File: src/rtl/stt_pkg.sv
package stt_pkg;
    parameter int DATA_W     = 32;
    parameter int SEC_W      = 3;
    parameter int FRAC_W     = 13;
    parameter int FRAC_RESET = 800;
    localparam int FRAC_LSB  = DATA_W - FRAC_W;
    localparam int UNIT_W    = SEC_W + FRAC_W;
    localparam int CNT_W     = UNIT_W + 1;

    typedef struct packed {
        logic [SEC_W-1:0]  secs;
        logic [FRAC_W-1:0] frac;
    } tmo_regs_t;

    typedef struct packed {
        logic             busy;
        logic             expired;
        logic [CNT_W-1:0] cnt;
    } tmo_cnt_t;
endpackage

File: src/rtl/stt_regs.sv
module stt_regs
    import stt_pkg::*;
(
    input  logic              clk,
    input  logic              rst_n,
    input  logic              wr_en,
    input  logic              sel,
    input  logic [DATA_W-1:0] wdata,
    output logic [DATA_W-1:0] rdata,
    output logic [UNIT_W-1:0] units
);
    tmo_regs_t regs_d, regs_q;
    logic      unused_bits;

    assign unused_bits = ^wdata[FRAC_LSB-1:SEC_W];

    always_comb begin
        regs_d = regs_q;
        if (wr_en) begin
            if (sel) regs_d.frac = wdata[DATA_W-1:FRAC_LSB];
            else     regs_d.secs = wdata[SEC_W-1:0];
        end
    end

    always_ff @(posedge clk or negedge rst_n) begin
        if (!rst_n) begin
            regs_q.secs <= '0;
            regs_q.frac <= FRAC_W'(FRAC_RESET);
        end else begin
            regs_q <= regs_d;
        end
    end

    always_comb begin
        rdata = '0;
        if (sel) rdata[DATA_W-1:FRAC_LSB] = regs_q.frac;
        else     rdata[SEC_W-1:0]         = regs_q.secs;
    end

    // seconds field weighs 2^FRAC_W units, so concatenation is the sum
    assign units = {regs_q.secs, regs_q.frac};

    AST_SECS_WRITE: assert property (@(posedge clk) disable iff (!rst_n)
        wr_en && !sel |=> units[UNIT_W-1:FRAC_W] == $past(wdata[SEC_W-1:0]));
    AST_FRAC_WRITE: assert property (@(posedge clk) disable iff (!rst_n)
        wr_en && sel |=> units[FRAC_W-1:0] == $past(wdata[DATA_W-1:FRAC_LSB]));
endmodule

File: src/rtl/stt_count.sv
module stt_count
    import stt_pkg::*;
(
    input  logic              clk,
    input  logic              rst_n,
    input  logic              start,
    input  logic              cancel,
    input  logic              tick,
    input  logic [UNIT_W-1:0] units,
    output logic              busy,
    output logic              expired
);
    tmo_cnt_t c_d, c_q;

    always_comb begin
        c_d         = c_q;
        c_d.expired = 1'b0;
        if (start) begin
            c_d.cnt  = CNT_W'(units) + CNT_W'(1);
            c_d.busy = 1'b1;
        end else if (cancel) begin
            c_d.cnt  = '0;
            c_d.busy = 1'b0;
        end else if (tick && c_q.busy) begin
            if (c_q.cnt == CNT_W'(1)) begin
                c_d.cnt     = '0;
                c_d.busy    = 1'b0;
                c_d.expired = 1'b1;
            end else begin
                c_d.cnt = c_q.cnt - CNT_W'(1);
            end
        end
    end

    always_ff @(posedge clk or negedge rst_n) begin
        if (!rst_n) c_q <= '0;
        else        c_q <= c_d;
    end

    assign busy    = c_q.busy;
    assign expired = c_q.expired;

    AST_EXP_AFTER_TICK: assert property (@(posedge clk) disable iff (!rst_n)
        expired |-> $past(tick) && $past(busy) && !busy);
    AST_HOLD_NO_TICK: assert property (@(posedge clk) disable iff (!rst_n)
        busy && !start && !cancel && !tick |=> $stable(c_q.cnt) && busy);
    AST_EXP_PULSE: assert property (@(posedge clk) disable iff (!rst_n)
        expired && !start |=> !expired);
    AST_CANCEL_SILENT: assert property (@(posedge clk) disable iff (!rst_n)
        cancel && !start |=> !expired && !busy);
    AST_IDLE_TICK: assert property (@(posedge clk) disable iff (!rst_n)
        !busy && !start |=> !expired);
    AST_START_LOAD: assert property (@(posedge clk) disable iff (!rst_n)
        start |=> busy && c_q.cnt == CNT_W'($past(units)) + CNT_W'(1));
endmodule

File: src/rtl/split_timeout_timer.sv
module split_timeout_timer
    import stt_pkg::*;
(
    input  logic              clk,
    input  logic              rst_n,
    input  logic              reg_wr,
    input  logic              reg_sel,
    input  logic [DATA_W-1:0] reg_wdata,
    output logic [DATA_W-1:0] reg_rdata,
    input  logic              tick,
    input  logic              start,
    input  logic              cancel,
    output logic              busy,
    output logic              expired
);
    logic [UNIT_W-1:0] units;

    stt_regs i_regs (
        .clk   (clk),
        .rst_n (rst_n),
        .wr_en (reg_wr),
        .sel   (reg_sel),
        .wdata (reg_wdata),
        .rdata (reg_rdata),
        .units (units)
    );

    stt_count i_count (
        .clk     (clk),
        .rst_n   (rst_n),
        .start   (start),
        .cancel  (cancel),
        .tick    (tick),
        .units   (units),
        .busy    (busy),
        .expired (expired)
    );
endmodule

File: config.mk
export PLATFORM = sky130hd
export DESIGN_NAME = split_timeout_timer
export DESIGN_NICKNAME = d
export VERILOG_FILES = /design/src/rtl/stt_pkg.sv /design/src/rtl/stt_regs.sv /design/src/rtl/stt_count.sv /design/src/rtl/split_timeout_timer.sv
export SDC_FILE = /design/constraint.sdc
export NUM_CORES = 1
export LEC_CHECK = 0
export ABC_CLOCK_PERIOD_IN_PS = 1950
export BUFFER_PORTS_ARGS = -buffer_cell sky130_fd_sc_hd__buf_4
export CORE_AREA = 3 3 76 78
export CTS_CLUSTER_DIAMETER = 40
export CTS_CLUSTER_SIZE = 30
export DETAILED_ROUTE_END_ITERATION = 16
export DIE_AREA = 0 0 79 81
export PLACE_DENSITY = 0.73
export SLEW_MARGIN = 10
export SYNTH_ARGS = -nofsm -noshare
export SYNTH_HDL_FRONTEND = slang
export SYNTH_SLANG_ARGS = --single-unit
File: constraint.sdc
create_clock -name clk -period 1.95 [get_ports clk]
set_clock_uncertainty 0.05 [all_clocks]
set_input_delay 0.195 -clock clk [delete_from_list [all_inputs] [get_ports clk]]
set_output_delay 0.195 -clock clk [all_outputs]
set_load 0.005 [all_outputs]
# Word level (Yosys, flattened, before mapping)
# Index checks and enable logic that the tools add are counted.
# Widths: inputs -> output; s select.
[totals] regBits=35 input_bits=39 out_inout_bits=34 word_cells=26
[classes] addsub=2 n_eq_ne=1 mux=11 n_bitwise=1 n_reduce_logical=6
[op_table] operator="$mux 17" count=3
[op_table] operator="$mux 19" count=1
[op_table] operator="$add 16x1->17 const B" count=1
[op_table] operator="$eq 17x1->1 const B" count=1
[op_table] operator="$sub 17x1->17 const B" count=1
[op_table] operator="$mux 13" count=1
[op_table] operator="$reduce_and 2->1" count=3
[op_table] operator="$reduce_bool 3->1" count=2
[op_table] operator="$mux 1" count=4
[op_table] operator="$mux 3" count=1
[op_table] operator="$mux 2" count=1
[op_table] operator="$logic_and 1x1->1" count=1
[op_table] operator="$not 1->1" count=1

# Longest topological paths before layout
[depth] depth_word=5 depth_mapped=8 mapped_depth_nobuf=7

# Cells and area by module
# From an unflattened synthesis, not the netlist that was laid out.
[unflattened] hier_cells=232 area_unflattened_um2=2238.4
[modules_own_cells] mod="stt_count" n_inst=1 cells_each=163 area_per_inst_um2=1401.3 seq_area_each_um2=475.5
[modules_own_cells] mod="stt_regs" n_inst=1 cells_each=69 area_per_inst_um2=837.1 seq_area_each_um2=404.1

# Worst setup path before layout
# Ideal clock, no wire load.
[synth_timing] kind="reg-to-reg" start="register i_count.c_q[1] in the netlist's numbering" end="register i_count.c_q[2] in the netlist's numbering" setup_ns=0.121 arrival_ns=1.663 required_ns=1.779 slack_ns=0.116 stages_incl_launch_ff=9 n_path_buf=1 synth_period_minus_slack_ns=1.834 cell_sequence="dfrtp_1 > inv_1 > ha_1 > nor4b_1 > and4_1 > buf_4 > nor2_1 > a31o_1 > a22o_1"
[synth_via] elab_chain_len=5 elab_cells_between_ends=6 cone_classes="add/sub: 1; eq/ne: 1; mux: 4"
[synth_rtl] item="start: declaration" line="stt_count.sv:13" rtl="tmo_cnt_t c_d, c_q;"
[synth_rtl] item="start signal: assignment" line="stt_count.sv:36" rtl="if (!rst_n) c_q <= '0;"
[synth_rtl] item="start signal: assignment" line="stt_count.sv:37" rtl="else c_q <= c_d;"
[synth_rtl] item="$sub 17x1->17 / $eq 17x1->1 (equally long branches)" line="stt_count.sv:30, stt_count.sv:25"
[synth_rtl] item="$mux 17 (*)" line="stt_count.sv:25" rtl="if (c_q.cnt == CNT_W'(1)) begin"
[synth_rtl] item="$mux 19 (*)" line="stt_count.sv:24" rtl="end else if (tick && c_q.busy) begin"
[synth_rtl] item="$mux 17 (*)" line="stt_count.sv:21" rtl="end else if (cancel) begin"
[synth_rtl] item="$mux 17 (*)" line="stt_count.sv:18" rtl="if (start) begin"
# Every way passes the cells marked *; elsewhere a longest branch is shown, timed or not. The select of a mux whose other input is x is not followed.
# A chain may end at the register's enable or synchronous reset.

# Final worst setup path
[layout_timing] start="register i_count.c_q[0] in the netlist's numbering" end="register i_count.c_q[13] in the netlist's numbering"
# Same word-level chain as after synthesis.

==> run metrics <==
result of the run finished, final reports clean; final-layout fill cell count 445; number of inserted diodes 0; total detailed-routing wirelength 5.775 mm; Clock Power Share 24.0%; TritonCTS clock tree done; number of enable-type register cells in the synthesized netlist 0; most crowded layer after global routing met2; worst setup path startpoint i_count.c_q[0]; delay-heaviest family, CP simple AND/OR/NAND/NOR gates; flop and latch count out of synthesis 35; remaining global-route overflow 0; critical path depth 6; class of the tightest hold or removal check input port to flop; maximum fanout along the worst path 6; Total Die Area 6399 µm²; number of clock sinks 35; worst max-slew margin expressed relative to the limit 65.31%; maximum vdd drop 494.6 µV; worst setup slack for register-to-register paths 0.05 ns; count of pins on the block boundary 73; combined buffer and inverter count along the critical path 1; endpoint of the worst register-to-register path i_count.c_q[13]; height of the die 81 µm; remaining design rule violation count 0; Max-Cap Viols 0; net switching fraction of the power 32.83%; final weighted congestion in routability-driven placement 0.9079; r2r worst-path depth 6; routed length per instance 14.88 µm; Placement Rows 26; synthesized area divided by synthesized cell count 9.438 µm²; met1 global-route usage 23.97%; slew of the pin with the lowest slew margin 0.5191 ns; crit path max-delay cell type sky130_fd_sc_hd__dfrtp_2; proportion of layout cells with a drive suffix above 1 38.36%; Bufs on Longest Clock Path 2; category of the worst setup path capture point flop; kind of start point of the critical path flop; total negative setup slack 0 ns; final period utilization 97.38%; ordered list of cells on the worst path or3_4 > nor4b_4 > buf_4 > nand2_2 > o311ai_1 > o311ai_1; setup slack at placement -0.1043 ns; TritonCTS Buffers 5; area of the placeable core 5140 µm²; starting DRC count in detailed routing 245; via count of the first global-routing pass 2,041; die boundary width 79 µm; final worst-path setup slack 0.05104 ns; Post-layout nets 359; clock root buffer master sky130_fd_sc_hd__clkbuf_8; insertion delay to the later sink of the worst-skew pair 0.29 ns; Cell Count Post-Placement 376; switching power total 748.8 µW; post-synthesis instance area 2312 µm²; Gate Count Post-Synth 245; placed wire-length estimate after detailed placement 4.205 mm; initial antenna violation count 0; Leak Pwr 1.324 nW; number of failing hold endpoints at the final stage 0; Non-Filler Instances 388; required time of the critical path 2.05 ns; Area Growth Syn to Fin 30.47%; DR vias 2,066; power share of the sequential group 43.2%; CP max stage delay 0.44 ns; TritonRoute pass-1 iters 7; internal cell power 1.532 mW; IO buf count 40; power density normalized to cell area 756.1 nW/µm²; capturing element of the worst setup path i_count.c_q[13]; Async SR Flop Fraction 100.0%; cell repeated most along the worst path sky130_fd_sc_hd__o311ai_1; number of H-tree levels 2; Min Clock Period, post-route 1.899 ns; arrival time of the worst setup path 2.00 ns; total power draw 2.281 mW; number of vias per cell 5.325; global-route wire length before repair 9.501 mm; type of the worst setup path flop to flop; total of endpoints with negative setup slack in the final report 0; final-report max-slew violation count 0; starting utilization of the core area 44.99%; count of different cell masters after synthesis 54; count of yosys warnings during synthesis 0; reg2reg start i_count.c_q[0]; main flop type after synthesis sky130_fd_sc_hd__dfrtp_1; combinational cell fraction of total power 32.8%; pin count of the biggest net entering global routing 36; post-CTS clock slew at the launch and capture registers of the worst setup and hold paths 0.07 ns; antenna-violating nets left 0; total routing resource utilization after global routing 18.81%; number of cells on the worst hold path 2; met3 track demand over resource 5.432%; met2 usage in global routing 31.57%; max frequency 0.5266 GHz; sequential fraction of the synthesis area 38.04%
==> timing repair <==
action | in CTS | in global routing
buffers inserted | 1 | 2
hold endpoints to repair | 32 | 0
hold buffers | 1 | 0
resized for setup | 3 | 15
pin swaps | 0 | 5
endpoints found under the setup margin | 11 | 15
==> how the worst min path moves through the flow <==
stage	startpoint	endpoint	slack, ns
after detailed placement	rst_n	i_regs.units[13]	0.13
after global placement	rst_n	i_regs.units[13]	0.12
after CTS	reg_wdata[25]	i_regs.units[6]	0.08
after floorplan	rst_n	i_count.busy	-0.15
after global routing	reg_wdata[2]	i_regs.units[15]	0.08
final	reg_wdata[20]	i_regs.units[1]	0.09
==> metrics by stage <==
stage	hold slack, ns	area, µm²	utilization (%)
2_1_floorplan	-0.1506	2369	-
3_3_place_gp	0.1237	2826	54.99
3_5_place_dp	0.1270	2826	54.99
4_1_cts	0.07941	2952	57.42
5_1_grt	0.08190	3017	58.69
6_report	0.08522	3017	58.69
==> cells in the final DEF, fill, tap and decap left out, types with 9 or more instances in the layout <==
cell                       n
sky130_fd_sc_hd__buf_4    72
sky130_fd_sc_hd__dfrtp_1  31
sky130_fd_sc_hd__nand2_1  16
sky130_fd_sc_hd__mux2_2   16
sky130_fd_sc_hd__conb_1   16
sky130_fd_sc_hd__and2_1   14
sky130_fd_sc_hd__nor2_1   12
sky130_fd_sc_hd__nand3_1  12
sky130_fd_sc_hd__a21oi_1  10
sky130_fd_sc_hd__inv_1     9
==> area by class of cell <==
type                            instances  area, µm²  share of cell area (%)
Clock buffer                            7      86.33                   2.862
Clock inverter                          1      5.005                  0.1659
Inverter                               10      37.54                   1.244
Multi-Input combinational cell        191       1358                   45.00
Sequential cell                        35      880.8                   29.20
Tap cell                               70      87.58                   2.903
Timing Repair Buffer                   74      561.8                   18.62
==> cells by family after synthesis <==
kind of cell,after synthesis,synth area share [%]
other,1,0.1622
XOR/XNOR,15,5.682
AO/OA/AOI/OAI,43,12.88
multiplexers,16,7.792
adder cells (fa/ha/maj),3,1.624
buffers and inverters,34,8.333
AND/OR/NAND/NOR,98,25.49
flip-flops,35,38.04
==> Yosys cell counts, types with 2 or more instances <==
cell type / count / area share, %
sky130_fd_sc_hd__a22oi_1: 3 / 0.97
sky130_fd_sc_hd__o221ai_1: 2 / 0.76
sky130_fd_sc_hd__and2_1: 14 / 3.8
sky130_fd_sc_hd__dfstp_2: 3 / 3.4
sky130_fd_sc_hd__xnor2_1: 8 / 3.0
sky130_fd_sc_hd__a32oi_1: 2 / 0.76
sky130_fd_sc_hd__nand2_1: 16 / 2.6
sky130_fd_sc_hd__nor2_1: 12 / 1.9
sky130_fd_sc_hd__clkbuf_1: 5 / 0.81
sky130_fd_sc_hd__inv_1: 10 / 1.6
sky130_fd_sc_hd__and4_1: 2 / 0.76
sky130_fd_sc_hd__nor3_1: 8 / 1.7
sky130_fd_sc_hd__o22ai_1: 2 / 0.54
sky130_fd_sc_hd__o21ai_0: 7 / 1.5
sky130_fd_sc_hd__nand3_1: 13 / 2.8
sky130_fd_sc_hd__and3_1: 3 / 0.81
sky130_fd_sc_hd__o311ai_1: 3 / 1.1
sky130_fd_sc_hd__nand4_1: 8 / 2.2
sky130_fd_sc_hd__nor4_1: 3 / 0.81
sky130_fd_sc_hd__nor2b_1: 4 / 1.1
sky130_fd_sc_hd__dfrtp_1: 32 / 35
sky130_fd_sc_hd__mux2_2: 16 / 7.8
sky130_fd_sc_hd__xor2_1: 7 / 2.7
sky130_fd_sc_hd__nor4b_4: 2 / 2.1
sky130_fd_sc_hd__or3_1: 2 / 0.54
sky130_fd_sc_hd__a21oi_1: 10 / 2.2
sky130_fd_sc_hd__buf_4: 17 / 5.5
sky130_fd_sc_hd__nand2_2: 2 / 0.54
sky130_fd_sc_hd__ha_1: 3 / 1.6
sky130_fd_sc_hd__o211ai_1: 2 / 0.65
==> power groups by stage <==
stage / logic (mW) / clock network (mW) / registers [mW]
global route: 0.822 / 0.584 / 1.00
finish: 0.749 / 0.547 / 0.986
CTS: 0.714 / 0.561 / 0.977
detailed placement: 0.696 / 0 / 0.988
global placement: 0.687 / 0 / 0.984
floorplan: 0.411 / 0 / 0.963
==> layer usage <==
layer | vias up | share of wire (%)
met1 | 949 | 43
met2 | 105 | 46
met5 | - | 0
met4 | 0 | 1.9
met3 | 18 | 8.7
li1 | 994 | -
==> registers in the layout, summed over array words and instances (netlist names) <==
signal,cells
i_regs.units,16
i_count.busy,1
i_count.c_q,17
i_count.expired,1
No activity file was read; power rests on OpenSTA's default activity.
